$ cat src/rtl/wsched_pkg.sv
package wsched_pkg;

  localparam int NUM_CAT = 5;
  localparam int KIND_W  = 4;
  localparam int MAX_SLOTS = 32;

  localparam logic [KIND_W-1:0] K_VALU  = 4'd0;
  localparam logic [KIND_W-1:0] K_SALU  = 4'd1;
  localparam logic [KIND_W-1:0] K_VMEM  = 4'd2;
  localparam logic [KIND_W-1:0] K_LDS   = 4'd3;
  localparam logic [KIND_W-1:0] K_EXP   = 4'd4;
  localparam logic [KIND_W-1:0] K_NOP   = 4'd5;
  localparam logic [KIND_W-1:0] K_SLEEP = 4'd6;
  localparam logic [KIND_W-1:0] K_WAIT  = 4'd7;
  localparam logic [KIND_W-1:0] K_BAR   = 4'd8;

  // kind needs one of the issue ports
  function automatic logic uses_port(input logic [KIND_W-1:0] k);
    return k < 4'(NUM_CAT);
  endfunction

  // circular first-set search starting at ptr
  function automatic int unsigned rr_first(input logic [MAX_SLOTS-1:0] req,
                                           input int unsigned ptr);
    logic [MAX_SLOTS-1:0] upper;
    int unsigned lo_pick;
    int unsigned hi_pick;
    upper   = req & ~((MAX_SLOTS'(1) << ptr) - MAX_SLOTS'(1));
    lo_pick = 0;
    hi_pick = 0;
    for (int k = MAX_SLOTS - 1; k >= 0; k--) begin
      if (req[k])   lo_pick = unsigned'(k);
      if (upper[k]) hi_pick = unsigned'(k);
    end
    return (|upper) ? hi_pick : lo_pick;
  endfunction

  function automatic int unsigned ptr_after(input int unsigned idx,
                                            input int unsigned n);
    return (idx + 1 == n) ? 0 : idx + 1;
  endfunction

  function automatic logic count_met(input int unsigned cnt,
                                     input int unsigned thr);
    return cnt <= thr;
  endfunction

endpackage

$ cat src/rtl/wsched_slot_ctl.sv
module wsched_slot_ctl
  import wsched_pkg::*;
#(
  parameter int IMM_W = 6
) (
  input  logic              clk,
  input  logic              rst_n,
  input  logic              valid,
  input  logic              ready,
  input  logic [KIND_W-1:0] kind,
  input  logic [IMM_W-1:0]  imm,
  input  logic              pop,
  output logic              runnable
);

  logic [IMM_W-1:0] nap_left;
  logic             nap_load;

  assign nap_load = pop && (kind == K_SLEEP);
  assign runnable = valid && ready && (nap_left == '0);

  always_ff @(posedge clk or negedge rst_n) begin
    if (!rst_n) begin
      nap_left <= '0;
    end else if (nap_load) begin
      nap_left <= imm;
    end else if (nap_left != '0) begin
      nap_left <= nap_left - IMM_W'(1);
    end
  end

  // a popped sleep with a nonzero length blocks the slot next cycle
  a_r8_sleep_blocks: assert property (@(posedge clk) disable iff (!rst_n)
    (pop && kind == K_SLEEP && imm != '0) |=> !runnable);

endmodule

$ cat src/rtl/wsched_rr_arb.sv
module wsched_rr_arb
  import wsched_pkg::*;
#(
  parameter int N_SLOTS = 10,
  parameter int SLOT_W  = 4
) (
  input  logic               clk,
  input  logic               rst_n,
  input  logic [N_SLOTS-1:0] req,
  output logic               gnt_vld,
  output logic [SLOT_W-1:0]  gnt_idx
);

  logic [SLOT_W-1:0]    ptr;
  logic [MAX_SLOTS-1:0] req_ext;
  int unsigned          pick;
  logic                 started;

  always_comb begin
    req_ext = '0;
    req_ext[N_SLOTS-1:0] = req;
    pick    = rr_first(req_ext, {{(32-SLOT_W){1'b0}}, ptr});
    gnt_vld = |req;
    gnt_idx = SLOT_W'(pick);
  end

  always_ff @(posedge clk or negedge rst_n) begin
    if (!rst_n) begin
      ptr     <= '0;
      started <= 1'b0;
    end else begin
      started <= 1'b1;
      if (gnt_vld) ptr <= SLOT_W'(ptr_after(pick, N_SLOTS));
    end
  end

  // a grant only ever lands on a requesting slot
  a_r2_gnt_requested: assert property (@(posedge clk) disable iff (!rst_n)
    gnt_vld |-> ((req >> gnt_idx) & N_SLOTS'(1)) != '0);

  // pointer steps past the previous winner
  a_r3_ptr_step: assert property (@(posedge clk) disable iff (!rst_n)
    (started && $past(gnt_vld)) |->
      ptr == (($past(gnt_idx) == SLOT_W'(N_SLOTS - 1)) ? '0 : $past(gnt_idx) + SLOT_W'(1)));

  // pointer holds when nothing was granted
  a_r3_ptr_hold: assert property (@(posedge clk) disable iff (!rst_n)
    (started && !$past(gnt_vld)) |-> $stable(ptr));

endmodule

$ cat src/rtl/wsched_special.sv
module wsched_special
  import wsched_pkg::*;
#(
  parameter int N_SLOTS = 10,
  parameter int IMM_W   = 6,
  parameter int CNT_W   = 6
) (
  input  logic [N_SLOTS-1:0]        valid,
  input  logic [N_SLOTS-1:0]        runnable,
  input  logic [N_SLOTS*KIND_W-1:0] kind,
  input  logic [N_SLOTS*IMM_W-1:0]  imm,
  input  logic [N_SLOTS*CNT_W-1:0]  vmcnt,
  output logic [N_SLOTS-1:0]        spec_pop,
  output logic                      bar_release
);

  logic [N_SLOTS-1:0] at_barrier;

  always_comb begin
    for (int i = 0; i < N_SLOTS; i++) begin
      at_barrier[i] = runnable[i] && (kind[i*KIND_W +: KIND_W] == K_BAR);
    end
    bar_release = (|at_barrier) && ((at_barrier | ~valid) == '1);
  end

  for (genvar i = 0; i < N_SLOTS; i++) begin : g_slot
    logic [KIND_W-1:0] k_i;
    logic [IMM_W-1:0]  imm_i;
    logic [CNT_W-1:0]  cnt_i;
    assign k_i   = kind[i*KIND_W +: KIND_W];
    assign imm_i = imm[i*IMM_W +: IMM_W];
    assign cnt_i = vmcnt[i*CNT_W +: CNT_W];

    always_comb begin
      if (uses_port(k_i)) begin
        spec_pop[i] = 1'b0;
      end else if (k_i == K_BAR) begin
        spec_pop[i] = bar_release && at_barrier[i];
      end else if (k_i == K_WAIT) begin
        spec_pop[i] = runnable[i] &&
                      count_met({{(32-CNT_W){1'b0}}, cnt_i}, {{(32-IMM_W){1'b0}}, imm_i});
      end else begin
        spec_pop[i] = runnable[i];
      end
    end
  end

endmodule

$ cat src/rtl/wave_issue_sched.sv
module wave_issue_sched
  import wsched_pkg::*;
#(
  parameter int N_SLOTS = 10,
  parameter int IMM_W   = 6,
  parameter int CNT_W   = 6,
  localparam int SLOT_W = (N_SLOTS > 1) ? $clog2(N_SLOTS) : 1
) (
  input  logic                      clk,
  input  logic                      rst_n,
  input  logic [N_SLOTS-1:0]        slot_valid,
  input  logic [N_SLOTS-1:0]        slot_ready,
  input  logic [N_SLOTS*KIND_W-1:0] slot_kind,
  input  logic [N_SLOTS*IMM_W-1:0]  slot_imm,
  input  logic [N_SLOTS*CNT_W-1:0]  slot_vmcnt,
  output logic [NUM_CAT-1:0]        gnt_vld,
  output logic [NUM_CAT*SLOT_W-1:0] gnt_slot,
  output logic [N_SLOTS-1:0]        slot_pop
);

  logic [N_SLOTS-1:0] runnable;
  logic [N_SLOTS-1:0] spec_pop;
  logic               bar_release;
  logic [N_SLOTS-1:0] cat_req [NUM_CAT];
  logic [NUM_CAT-1:0] slot_hit [N_SLOTS];

  for (genvar i = 0; i < N_SLOTS; i++) begin : g_ctl
    wsched_slot_ctl #(.IMM_W(IMM_W)) u_ctl (
      .clk      (clk),
      .rst_n    (rst_n),
      .valid    (slot_valid[i]),
      .ready    (slot_ready[i]),
      .kind     (slot_kind[i*KIND_W +: KIND_W]),
      .imm      (slot_imm[i*IMM_W +: IMM_W]),
      .pop      (slot_pop[i]),
      .runnable (runnable[i])
    );
  end

  always_comb begin
    for (int c = 0; c < NUM_CAT; c++) begin
      for (int i = 0; i < N_SLOTS; i++) begin
        cat_req[c][i] = runnable[i] && (slot_kind[i*KIND_W +: KIND_W] == KIND_W'(c));
      end
    end
  end

  for (genvar c = 0; c < NUM_CAT; c++) begin : g_cat
    wsched_rr_arb #(.N_SLOTS(N_SLOTS), .SLOT_W(SLOT_W)) u_arb (
      .clk     (clk),
      .rst_n   (rst_n),
      .req     (cat_req[c]),
      .gnt_vld (gnt_vld[c]),
      .gnt_idx (gnt_slot[c*SLOT_W +: SLOT_W])
    );
  end

  wsched_special #(.N_SLOTS(N_SLOTS), .IMM_W(IMM_W), .CNT_W(CNT_W)) u_spec (
    .valid       (slot_valid),
    .runnable    (runnable),
    .kind        (slot_kind),
    .imm         (slot_imm),
    .vmcnt       (slot_vmcnt),
    .spec_pop    (spec_pop),
    .bar_release (bar_release)
  );

  always_comb begin
    for (int i = 0; i < N_SLOTS; i++) begin
      for (int c = 0; c < NUM_CAT; c++) begin
        slot_hit[i][c] = gnt_vld[c] && (gnt_slot[c*SLOT_W +: SLOT_W] == SLOT_W'(i));
      end
      slot_pop[i] = spec_pop[i] || (|slot_hit[i]);
    end
  end

  for (genvar i = 0; i < N_SLOTS; i++) begin : g_chk
    logic [KIND_W-1:0] k_i;
    assign k_i = slot_kind[i*KIND_W +: KIND_W];

    // the independent lanes never share a winner
    a_r6_one_lane: assert property (@(posedge clk) disable iff (!rst_n)
      $onehot0(slot_hit[i]));

    // a wait is consumed only once the count is at or under the limit
    a_r9_wait_limit: assert property (@(posedge clk) disable iff (!rst_n)
      (slot_pop[i] && k_i == K_WAIT) |->
        slot_vmcnt[i*CNT_W +: CNT_W] <= slot_imm[i*IMM_W +: IMM_W]);

    // a barrier leaves only together with every valid slot
    a_r10_group_exit: assert property (@(posedge clk) disable iff (!rst_n)
      (slot_pop[i] && k_i == K_BAR) |-> ((slot_valid & ~slot_pop) == '0));

    // a slot that is not ready is never consumed
    a_r4_idle_slot: assert property (@(posedge clk) disable iff (!rst_n)
      !slot_ready[i] |-> !slot_pop[i]);
  end

endmodule

$ cat config.mk
export PLATFORM = sky130hd
export DESIGN_NAME = wave_issue_sched
export DESIGN_NICKNAME = d
export VERILOG_FILES = /design/src/rtl/wsched_pkg.sv /design/src/rtl/wsched_slot_ctl.sv /design/src/rtl/wsched_rr_arb.sv /design/src/rtl/wsched_special.sv /design/src/rtl/wave_issue_sched.sv
export SDC_FILE = /design/constraint.sdc
export NUM_CORES = 1
export LEC_CHECK = 0
export BUFFER_PORTS_ARGS = -buffer_cell sky130_fd_sc_hd__buf_2
export CORE_UTILIZATION = 30
export CTS_BUF_LIST = sky130_fd_sc_hd__clkbuf_8
export DETAILED_ROUTE_END_ITERATION = 12
export MAX_ROUTING_LAYER = met4
export SYNTH_ARGS = -nofsm -noshare
export SYNTH_HDL_FRONTEND = slang
export SYNTH_SLANG_ARGS = --single-unit
$ cat constraint.sdc
create_clock -name clk -period 4.5 [get_ports clk]
set_input_delay 0.675 -clock clk [delete_from_list [all_inputs] [get_ports clk]]
set_output_delay 0.675 -clock clk [all_outputs]
set_load 0.01 [all_outputs]
==> results of run 1 <==
power by group:
group | internal (W) | total, W | switching, W | leakage [nW]
logic | 0.00169 | 0.00329 | 0.00160 | 6.95
registers | 0.00104 | 0.00137 | 0.000330 | 0.982
clock network | 0.000393 | 0.000688 | 0.000296 | 0.121
total | 0.00312 | 0.00535 | 0.00223 | 8.05
layer usage:
layer / vias up / global-route usage
met1: 6740 / 0.337
met2: 578 / 0.427
met4: 0 / 0.0990
li1: 6611 / -
met5: - / -
met3: 90 / 0.0321
final cells by class:
class | count | area [µm²]
antenna | 1 | 2.50
clock buffer | 11 | 151
clock inverter | 3 | 90.1
fill | 3667 | 19900
inverter | 116 | 435
multi-input combinational | 1207 | 9450
sequential | 80 | 2000
tap | 468 | 586
timing repair buffer | 622 | 4210
through the flow:
step	setup TNS, ps	hold slack (ps)	cells	worst slack (ps)	util
floorplan	-16.2	379	1466	-16.2	-
global placement	-1490	556	2436	-193	0.416
detailed placement	-3510	555	2436	-245	0.416
CTS	-1070	259	2488	-209	0.446
global route	-2520	280	2508	-369	0.460
finish	-855	264	2508	-180	0.460
placed cells by master, fill, tap and decap left out, types with 14 or more instances in the layout:
| cell type | instances |
|---|---|
| buf_4 | 397 |
| a31oi_1 | 17 |
| nor2_1 | 112 |
| and4_1 | 19 |
| ha_1 | 76 |
| nand2b_1 | 33 |
| mux2i_1 | 35 |
| mux2_2 | 19 |
| nor2b_1 | 27 |
| o21a_1 | 22 |
| buf_6 | 14 |
| xnor2_1 | 26 |
| a22oi_2 | 15 |
| nand3b_1 | 18 |
| inv_1 | 104 |
| nand3_1 | 42 |
| nand4_1 | 41 |
| o21ai_0 | 67 |
| nor3_1 | 50 |
| a21oi_1 | 74 |
| nor4b_1 | 14 |
| dfrtp_1 | 79 |
| nand2_1 | 109 |
| and2_1 | 17 |
| buf_2 | 210 |
| nor4_1 | 16 |
logic make-up (layout without fill, tap and decap cells):
kind of cell / after synthesis / in the layout
XOR/XNOR: 38 / 38
AO/OA/AOI/OAI: 352 / 352
flip-flops: 80 / 80
AND/OR/NAND/NOR: 652 / 652
buffers and inverters: 179 / 752
multiplexers: 65 / 65
adder cells (fa/ha/maj): 100 / 100
other: 0 / 1
path summary, 6_finish.rpt:
check	start	slack (ps)	end	depth (start not counted)
hold reg to reg	g_cat[2].u_arb.ptr[3]	600	g_cat[2].u_arb.ptr[3]	1
max in group asynchronous	rst_n	3220	g_ctl[1].u_ctl.nap_left[1]	2
hold / removal	rst_n	260	g_ctl[4].u_ctl.nap_left[1]	1
setup / recovery	g_ctl[1].u_ctl.nap_left[0]	-180	slot_pop[3]	17
min in group clk	slot_imm[18]	510	g_ctl[3].u_ctl.nap_left[0]	2
setup reg to reg	g_ctl[7].u_ctl.nap_left[1]	260	g_ctl[9].u_ctl.nap_left[3]	19
timing repair:
item	CTS	global route
resized for setup	131	78
setup buffers	39	20
endpoints found under the setup margin	17	10
pin swaps	46	54
sequential cells by signal, summed over array words and instances, names as in the netlist:
| signal | flops |
|---|---|
| g_ctl.u_ctl.nap_left | 60 |
| g_cat.u_arb.ptr | 20 |
==> qor.csv, run 1 <==
stage;metric;value;unit
synth;synth.largest_area_cell;dfrtp_1;
synth;yosys-top-cells-area;dfrtp_1 18%, ha_1 11%, nor2_1 4.0%;
synth;synth-seq-area-share;0.177;
clocking;cts_buffers;9;
routing;drt_wl_total;50.3;mm
sta;slew_headroom;0.149;
routing;drt_first_pass_iters;5;
layout;area_delta_synth_final;49.9;%
setup_path;worst_ep_required_time;3830;ps
synth;synth_compound_area_frac;0.219;
synth;ys_ff_latch;80;
setup_path;crit_path_frequent_cell;buf_4;
setup_path;cp-start-kind;register;
placement;dpl.hpwl;42.0;mm
clocking;clkLatencyLatePin;410;ps
placement;place_area;0.0153;mm²
clocking;cts_htree_levels;3;
layout;finalInstanceArea;0.0169;mm²
placement;finalWeightedCongestion;1.05;
synth;ys_top_cells_by_count;120 x nor2_1, 116 x inv_1, 112 x nand2_1, 100 x ha_1;
synth;yosysUniqueCellTypes;102;
setup_path;crit_path_max_fanout;6;
routing;top_layer;met4;
synth;yosys_warnings;0;
placement;io_buffers;216;
synth;synth_xor_area_frac;0.0295;
synth;synth_top_family_by_area;simple AND/OR/NAND/NOR gates;
sta;clock_skew;9.80;ps
clocking;cts_buffer_depth;2;
hold_path;hp-class;in -> async;
synth;synth_cells;1466;
synth;async_flop_share;1.00;
grt;antenna_found_initial;2;
power_and_ir_drop;leakage;8.05;nW
clocking;clock-root-buffer;clkbuf_8;
routing;drc;0;
outcome;status;finished with violations;
sta;period_minus_slack;4680;ps
sta;fmax;214;MHz
sta;final-hold-violation-count;0;
die;rows;70;
synth;yosys.area_share.simple;0.333;
synth;synth_edf_count;0;
job;cap_violations;0;
synth;synthFlopType;dfrtp_1;
setup_path;crit_buf_inv;4;
routing;ant_nets;0;
synth;syn_nets;1748;
clocking;cts_tree;yes;
setup_path;crit_arrival;4000;ps
layout;drive_gt1_frac;0.427;
routing;met1_length;21.9;mm
setup_path;crit_path_max_incr_delay;510;ps
synth;synthAdderAreaFrac;0.111;
grt;grtUsageTotal;0.264;
power_and_ir_drop;peakVddDrop;0.135;mV
grt;grt_pass1_vias;13400;
die;start_util;0.307;
grt;grt_pass1_wl;75.8;mm
outcome;violations;setup timing;
clocking;cts.sinks;80;
synth;synthMuxAreaShare;0.0639;
power_and_ir_drop;power;0.00535;W
clocking;cts.clk_slew.worst_paths;80;ps
die;ios;217;
die;coreArea;0.0368;mm²
routing;met3_length;3.40;mm
setup_path;crit_family;simple AND/OR/NAND/NOR gates;
setup_path;critPathKind;reg -> out;
routing;dr_wl_met2;23.2;mm
clocking;hold_buffers;0;
sta;slew_viol_final;0;
die;die-area;0.0384;mm²
synth;synth.most_common_cell;nor2_1;
power_and_ir_drop;power_density;316;mW/mm²
routing;first_iter_violations;1247;
synth;synth_top_area_frac;0.177;
grt;grt.overflow.total;0;
routing;routedWlPerCell;20.1;µm
die;die_x;196;µm
sta;tightest_slew;1270;ps
routing;viasPerCell;5.59;
routing;num_vias;14000;
setup_path;endpoint_kind;output pin;
die;fp.dieH;196;µm
sta;fin_ws;-180;ps
setup_path;crit_chain;inv_1, ha_1, or3b_2, buf_4, nor4_4, buf_4, a21oi_1, nand2_1, nor3_2, a211oi_2, a21o_1, nor2_4, ha_4, a22o_4, a221o_1, or2_4, buf_6;
sta;finalSetupViolCount;8;
setup_path;crit_slowest_cell;or3b_2;
grt;grt_max_degree;45;
sta;rsz0062_at_grt;true;
synth;synth.cell_area;0.0113;mm²
layout;finalNetCount;2318;
synth;synth_area_per_cell;7.70;µm²
sta;min_period_over_period;1.04;
No activity file was read; power rests on OpenSTA's default activity.
==> run 2: changes to the inputs <==
--- a/config.mk
+++ b/config.mk
@@ -10,6 +10,7 @@
 export CTS_BUF_LIST = sky130_fd_sc_hd__clkbuf_8
 export DETAILED_ROUTE_END_ITERATION = 12
 export MAX_ROUTING_LAYER = met4
+export PLACE_DENSITY_LB_ADDON = 0.25
 export SYNTH_ARGS = -nofsm -noshare
 export SYNTH_HDL_FRONTEND = slang
 export SYNTH_SLANG_ARGS = --single-unit
==> qor.csv, run 2 (same netlist as run 1, synthesis figures left out) <==
stage;metric;value;unit
outcome;status;finished with violations;
outcome;violations;setup timing;
hold_path;hp-class;in -> async;
sta;tightest_slew;770;ps
die;fp.dieH;196;µm
power_and_ir_drop;leakage;8.18;nW
sta;rsz0062_at_grt;true;
placement;dpl.hpwl;43.0;mm
sta;final-hold-violation-count;0;
sta;fmax;213;MHz
setup_path;critPathLaunch;g_ctl[8].u_ctl.nap_left[1];
layout;fillers;3716;
setup_path;crit_buf_inv;2;
setup_path;crit_chain;inv_1, ha_4, nand2b_1, nor4_4, or3b_4, o211ai_1, o21ai_1, a32o_2, a211oi_2, a21o_1, nor2_4, ha_4, a22o_4, a221o_1, or2_4, buf_6;
routing;drt_first_pass_iters;5;
die;die_x;196;µm
routing;drc;0;
grt;grt.overflow.total;0;
clocking;cts.clk_slew.worst_paths;90;ps
power_and_ir_drop;peakVddDrop;0.154;mV
grt;met1_usage;0.340;
setup_path;worst-r2r-cell-count;21;
setup_path;worst_ep_required_time;3830;ps
routing;num_vias;13800;
clocking;hold_buffers;0;
sta;fin_ws;-192;ps
setup_path;r2r-start;g_ctl[6].u_ctl.nap_left[1];
grt;busiest_layer;met2;
sta;slew_viol_final;0;
routing;viasPerCell;5.48;
grt;grt_pass1_wl;76.5;mm
routing;first_iter_violations;1004;
sta;period_minus_slack;4690;ps
setup_path;crit_slowest_cell;or3b_4;
setup_path;critPathKind;reg -> out;
setup_path;endpoint_kind;output pin;
setup_path;crit_path_max_fanout;4;
grt;grt_pass1_vias;13600;
sta;finalSetupViolCount;8;
setup_path;reg2reg_slack;200;ps
sta;holdWs;256;ps
routing;ant_nets;0;
power_and_ir_drop;power_density;319;mW/mm²
layout;final_cell_mix;397 x buf_4, 209 x buf_2, 111 x nor2_1;
die;ios;217;
routing;routedWlPerCell;20.2;µm
layout;area_delta_synth_final;52.5;%
die;die-area;0.0384;mm²
layout;top_register;g_ctl.u_ctl.nap_left;
clocking;cts_buffers;9;
clocking;cts.sinks;80;
clocking;clock-root-buffer;clkbuf_8;
sta;clock_skew;9.85;ps
routing;drt_wl_total;51.0;mm
layout;drive_gt1_frac;0.434;
setup_path;crit_path_max_incr_delay;460;ps
setup_path;crit_family;compound AO/OA/AOI/OAI gates;
clocking;cts_buffer_depth;2;
grt;grtUsageMet3;0.0340;
sta;min_period_over_period;1.04;
layout;final_common_cell;buf_4;
sta;slew_headroom;0.480;
grt;antenna_found_initial;2;
die;rows;70;
grt;grt_max_degree;43;
die;start_util;0.307;
placement;io_buffers;216;
placement;finalWeightedCongestion;1.05;
layout;largest_register_ffs;60;
job;cap_violations;0;
layout;finalNetCount;2325;
setup_path;crit_path_frequent_cell;ha_4;
die;coreArea;0.0368;mm²
setup_path;cp-start-kind;register;
layout;top_regs;g_ctl.u_ctl.nap_left x60, g_cat.u_arb.ptr x20;
clocking;cts_htree_levels;3;
grt;met2_usage;0.439;
setup_path;r2r_end;g_ctl[6].u_ctl.nap_left[4];
layout;finish.utilization;0.468;
layout;multi_input_area;0.00962;mm²
clocking;clkLatencyLatePin;400;ps
layout;regArea;0.00200;mm²
grt;grtUsageTotal;0.267;
clocking;cts_tree;yes;
setup_path;crit_arrival;4020;ps
[run 2: power by group]
part	internal (W)	total (W)	switching [W]	leakage, nW
Sequential	0.00104	0.00135	0.000309	0.982
Combinational	0.00176	0.00343	0.00168	7.07
Clock	0.000398	0.000714	0.000316	0.126
Total	0.00319	0.00550	0.00230	8.18
[run 2: worst max path at each step]
stage | endpoint | slack, ps | cells past startpoint
2_1_floorplan | slot_pop[1] | -20 | 16
3_3_place_gp | slot_pop[6] | -300 | 16
3_5_place_dp | slot_pop[2] | -230 | 16
4_1_cts | slot_pop[3] | -230 | 14
5_1_grt | slot_pop[5] | -360 | 18
6_report | slot_pop[3] | -190 | 16
[run 2: per-layer routing]
metal / wire length (µm) / vias to the layer above
met1: 22400 / 6600
met4: 1440 / 0
li1: - / 6609
met2: 23900 / 495
met5: 0 / -
met3: 3230 / 77
[run 2: timing repair]
item,in CTS,in global routing
setup endpoints to repair,27,26
resized for setup,163,85
setup buffers,41,23
pin swaps,59,56
endpoints found under the hold margin,0,0
[run 2: area by class of cell]
cell class | count | share of cell area
multi-input combinational | 1207 | 0.559
timing repair buffer | 629 | 0.250
sequential | 80 | 0.116
tap | 468 | 0.0340
inverter | 116 | 0.0253
clock buffer | 11 | 0.00879
clock inverter | 5 | 0.00596
antenna | 1 | 0.000145
[run 2: per-stage QoR]
stage	cell area (µm²)	power [W]	std cells	TNS, ps	setup slack (ps)
4_1_cts	16600	0.00522	2495	-1180	-229
5_1_grt	17200	0.00593	2517	-2440	-365
2_1_floorplan	11300	0.00304	1466	-16.2	-16.2
6_report	17200	0.00550	2517	-863	-192
3_5_place_dp	15300	0.00422	2439	-2790	-232
3_3_place_gp	15300	0.00415	2439	-3380	-297
==> run 3: changes to the inputs <==
--- a/config.mk
+++ b/config.mk
@@ -9,7 +9,7 @@
 export CORE_UTILIZATION = 30
 export CTS_BUF_LIST = sky130_fd_sc_hd__clkbuf_8
 export DETAILED_ROUTE_END_ITERATION = 12
-export MAX_ROUTING_LAYER = met4
+export HOLD_SLACK_MARGIN = 0.08
 export PLACE_DENSITY_LB_ADDON = 0.25
 export SYNTH_ARGS = -nofsm -noshare
 export SYNTH_HDL_FRONTEND = slang
==> qor.csv, run 3 (same netlist as run 1, synthesis figures left out) <==
stage;metric;value;unit
die;coreArea;0.0368;mm²
die;start_util;0.307;
die;die-area;0.0384;mm²
placement;place_area;0.0153;mm²
setup_path;r2r_end;g_ctl[4].u_ctl.nap_left[2];
power_and_ir_drop;power_density;312;mW/mm²
setup_path;crit_arrival;4020;ps
setup_path;crit_family;compound AO/OA/AOI/OAI gates;
sta;fmax;213;MHz
layout;fin_cells;2513;
clocking;cts.clk_slew.worst_paths;80;ps
setup_path;endpoint_kind;output pin;
die;rows;70;
layout;final_cell_mix;389 x buf_4, 210 x buf_2, 115 x nor2_1;
grt;grt_pass1_vias;13700;
routing;viasPerCell;5.49;
routing;drc;0;
grt;grt_pass1_wl;77.7;mm
sta;rsz0062_at_grt;true;
setup_path;crit_path_max_incr_delay;390;ps
layout;final_common_cell;buf_4;
setup_path;critPathKind;reg -> out;
setup_path;r2r-start;g_ctl[2].u_ctl.nap_left[0];
outcome;violations;setup timing;
clocking;cts_htree_levels;3;
clocking;cts_tree;yes;
placement;io_buffers;216;
layout;drive_gt1_frac;0.431;
setup_path;cp-start-kind;register;
routing;routedWlPerCell;20.3;µm
power_and_ir_drop;leakage;8.14;nW
routing;first_iter_violations;902;
routing;drt_first_pass_iters;6;
die;ios;217;
layout;largest_register_ffs;60;
sta;final-hold-violation-count;0;
sta;finalSetupViolCount;9;
setup_path;crit_slowest_cell;dfrtp_1;
job;cap_violations;0;
sta;clock_skew;12.7;ps
grt;antenna_found_initial;0;
layout;top_regs;g_ctl.u_ctl.nap_left x60, g_cat.u_arb.ptr x20;
outcome;status;finished with violations;
placement;pre_cts_slack;-321;ps
power_and_ir_drop;peakVddDrop;0.188;mV
placement;place_inst;2432;
setup_path;reg2reg_slack;200;ps
clocking;cts_buffers;9;
setup_path;crit_path_max_fanout;5;
setup_path;worst_ep_required_time;3830;ps
grt;grtUsageTotal;0.263;
setup_path;crit_chain;or2_4, nor3_4, inv_1, ha_2, and2_4, o211ai_1, buf_4, a32oi_2, buf_4, buf_4, buf_4, buf_4, o21ai_1, a31oi_1, buf_4, ha_4, a22o_4, a211oi_4, nand2_1, buf_2;
clocking;cts.sinks;80;
setup_path;worst-r2r-cell-count;15;
routing;drt_wl_total;51.1;mm
routing;num_vias;13800;
setup_path;crit_buf_inv;8;
sta;slew_headroom;0.454;
sta;tightest_slew;809;ps
layout;finalInstanceArea;0.0171;mm²
clocking;clock-root-buffer;clkbuf_8;
sta;period_minus_slack;4700;ps
clocking;clkLatencyLatePin;430;ps
grt;grt.overflow.total;0;
die;die_x;196;µm
sta;holdWs;243;ps
layout;finish.utilization;0.464;
layout;area_delta_synth_final;51.3;%
clocking;cts_buffer_depth;2;
setup_path;crit_path_frequent_cell;buf_4;
routing;ant_nets;0;
sta;fin_ws;-196;ps
sta;slew_viol_final;0;
die;fp.dieH;196;µm
layout;finalNetCount;2320;
placement;dpl.hpwl;42.8;mm
hold_path;hp-class;in -> async;
layout;top_register;g_ctl.u_ctl.nap_left;
placement;finalWeightedCongestion;1.06;
grt;grt_max_degree;43;
sta;min_period_over_period;1.04;
## run 3: changes by cell type in the layout (fill, tap and decap cells not counted), moves of 3 or more
cell	previous run	this run
nor4_2	6	9
ha_4	19	16
ha_2	8	14
buf_4	397	389
nand2_1	104	109
nand2_2	8	3
nor2_1	111	115
nor2_2	7	3
ha_1	73	70
## run 3: routing by layer
layer | up-vias | part of all wire | global-route usage
li1 | 6610 | - | -
met1 | 6687 | 0.44 | 0.340
met2 | 420 | 0.47 | 0.441
met3 | 81 | 0.057 | 0.0471
met4 | 0 | 0.029 | 0.0839
met5 | - | 0 | 0
## run 3: how the worst max path moves through the flow
| stage | start | end | slack, ps | depth (start not counted) |
|---|---|---|---|---|
| final | g_cat[0].u_arb.ptr[2] | slot_pop[5] | -200 | 20 |
| after global routing | g_cat[0].u_arb.ptr[2] | slot_pop[5] | -380 | 18 |
| after floorplan | g_cat[1].u_arb.ptr[3] | slot_pop[1] | -20 | 16 |
| after CTS | g_ctl[8].u_ctl.nap_left[1] | slot_pop[3] | -160 | 16 |
| after detailed placement | slot_ready[7] | slot_pop[2] | -320 | 17 |
| after global placement | slot_kind[30] | slot_pop[2] | -300 | 16 |
## run 3: repair_timing
action	CTS	global route
hold buffers	0	0
cloned	1	0
buffers inserted	41	22
endpoints found under the setup margin	35	16
resized for setup	181	60
pin swaps	65	48
## run 3: final cells by class
type	instances	area [µm²]
antenna	2	5.00
inverter	116	439
tap	468	586
timing repair buffer	623	4280
clock buffer	9	124
multi-input combinational	1208	9600
fill	3679	19700
clock inverter	7	56.3
sequential	80	2000
## run 3: report_power, final
group          switching, W  internal [W]  leakage [nW]  total (W)
clock network      0.000311      0.000247         0.107   0.000558
registers          0.000309       0.00104         0.983    0.00135
logic               0.00167       0.00175          7.05    0.00342
total               0.00229       0.00304          8.14    0.00533
## run 3: per-stage QoR
step                total power [W]  setup TNS, ps
floorplan                   0.00304          -16.2
finish                      0.00533          -1220
CTS                         0.00519           -895
global route                0.00577          -2770
global placement            0.00413          -5000
detailed placement          0.00420          -5110
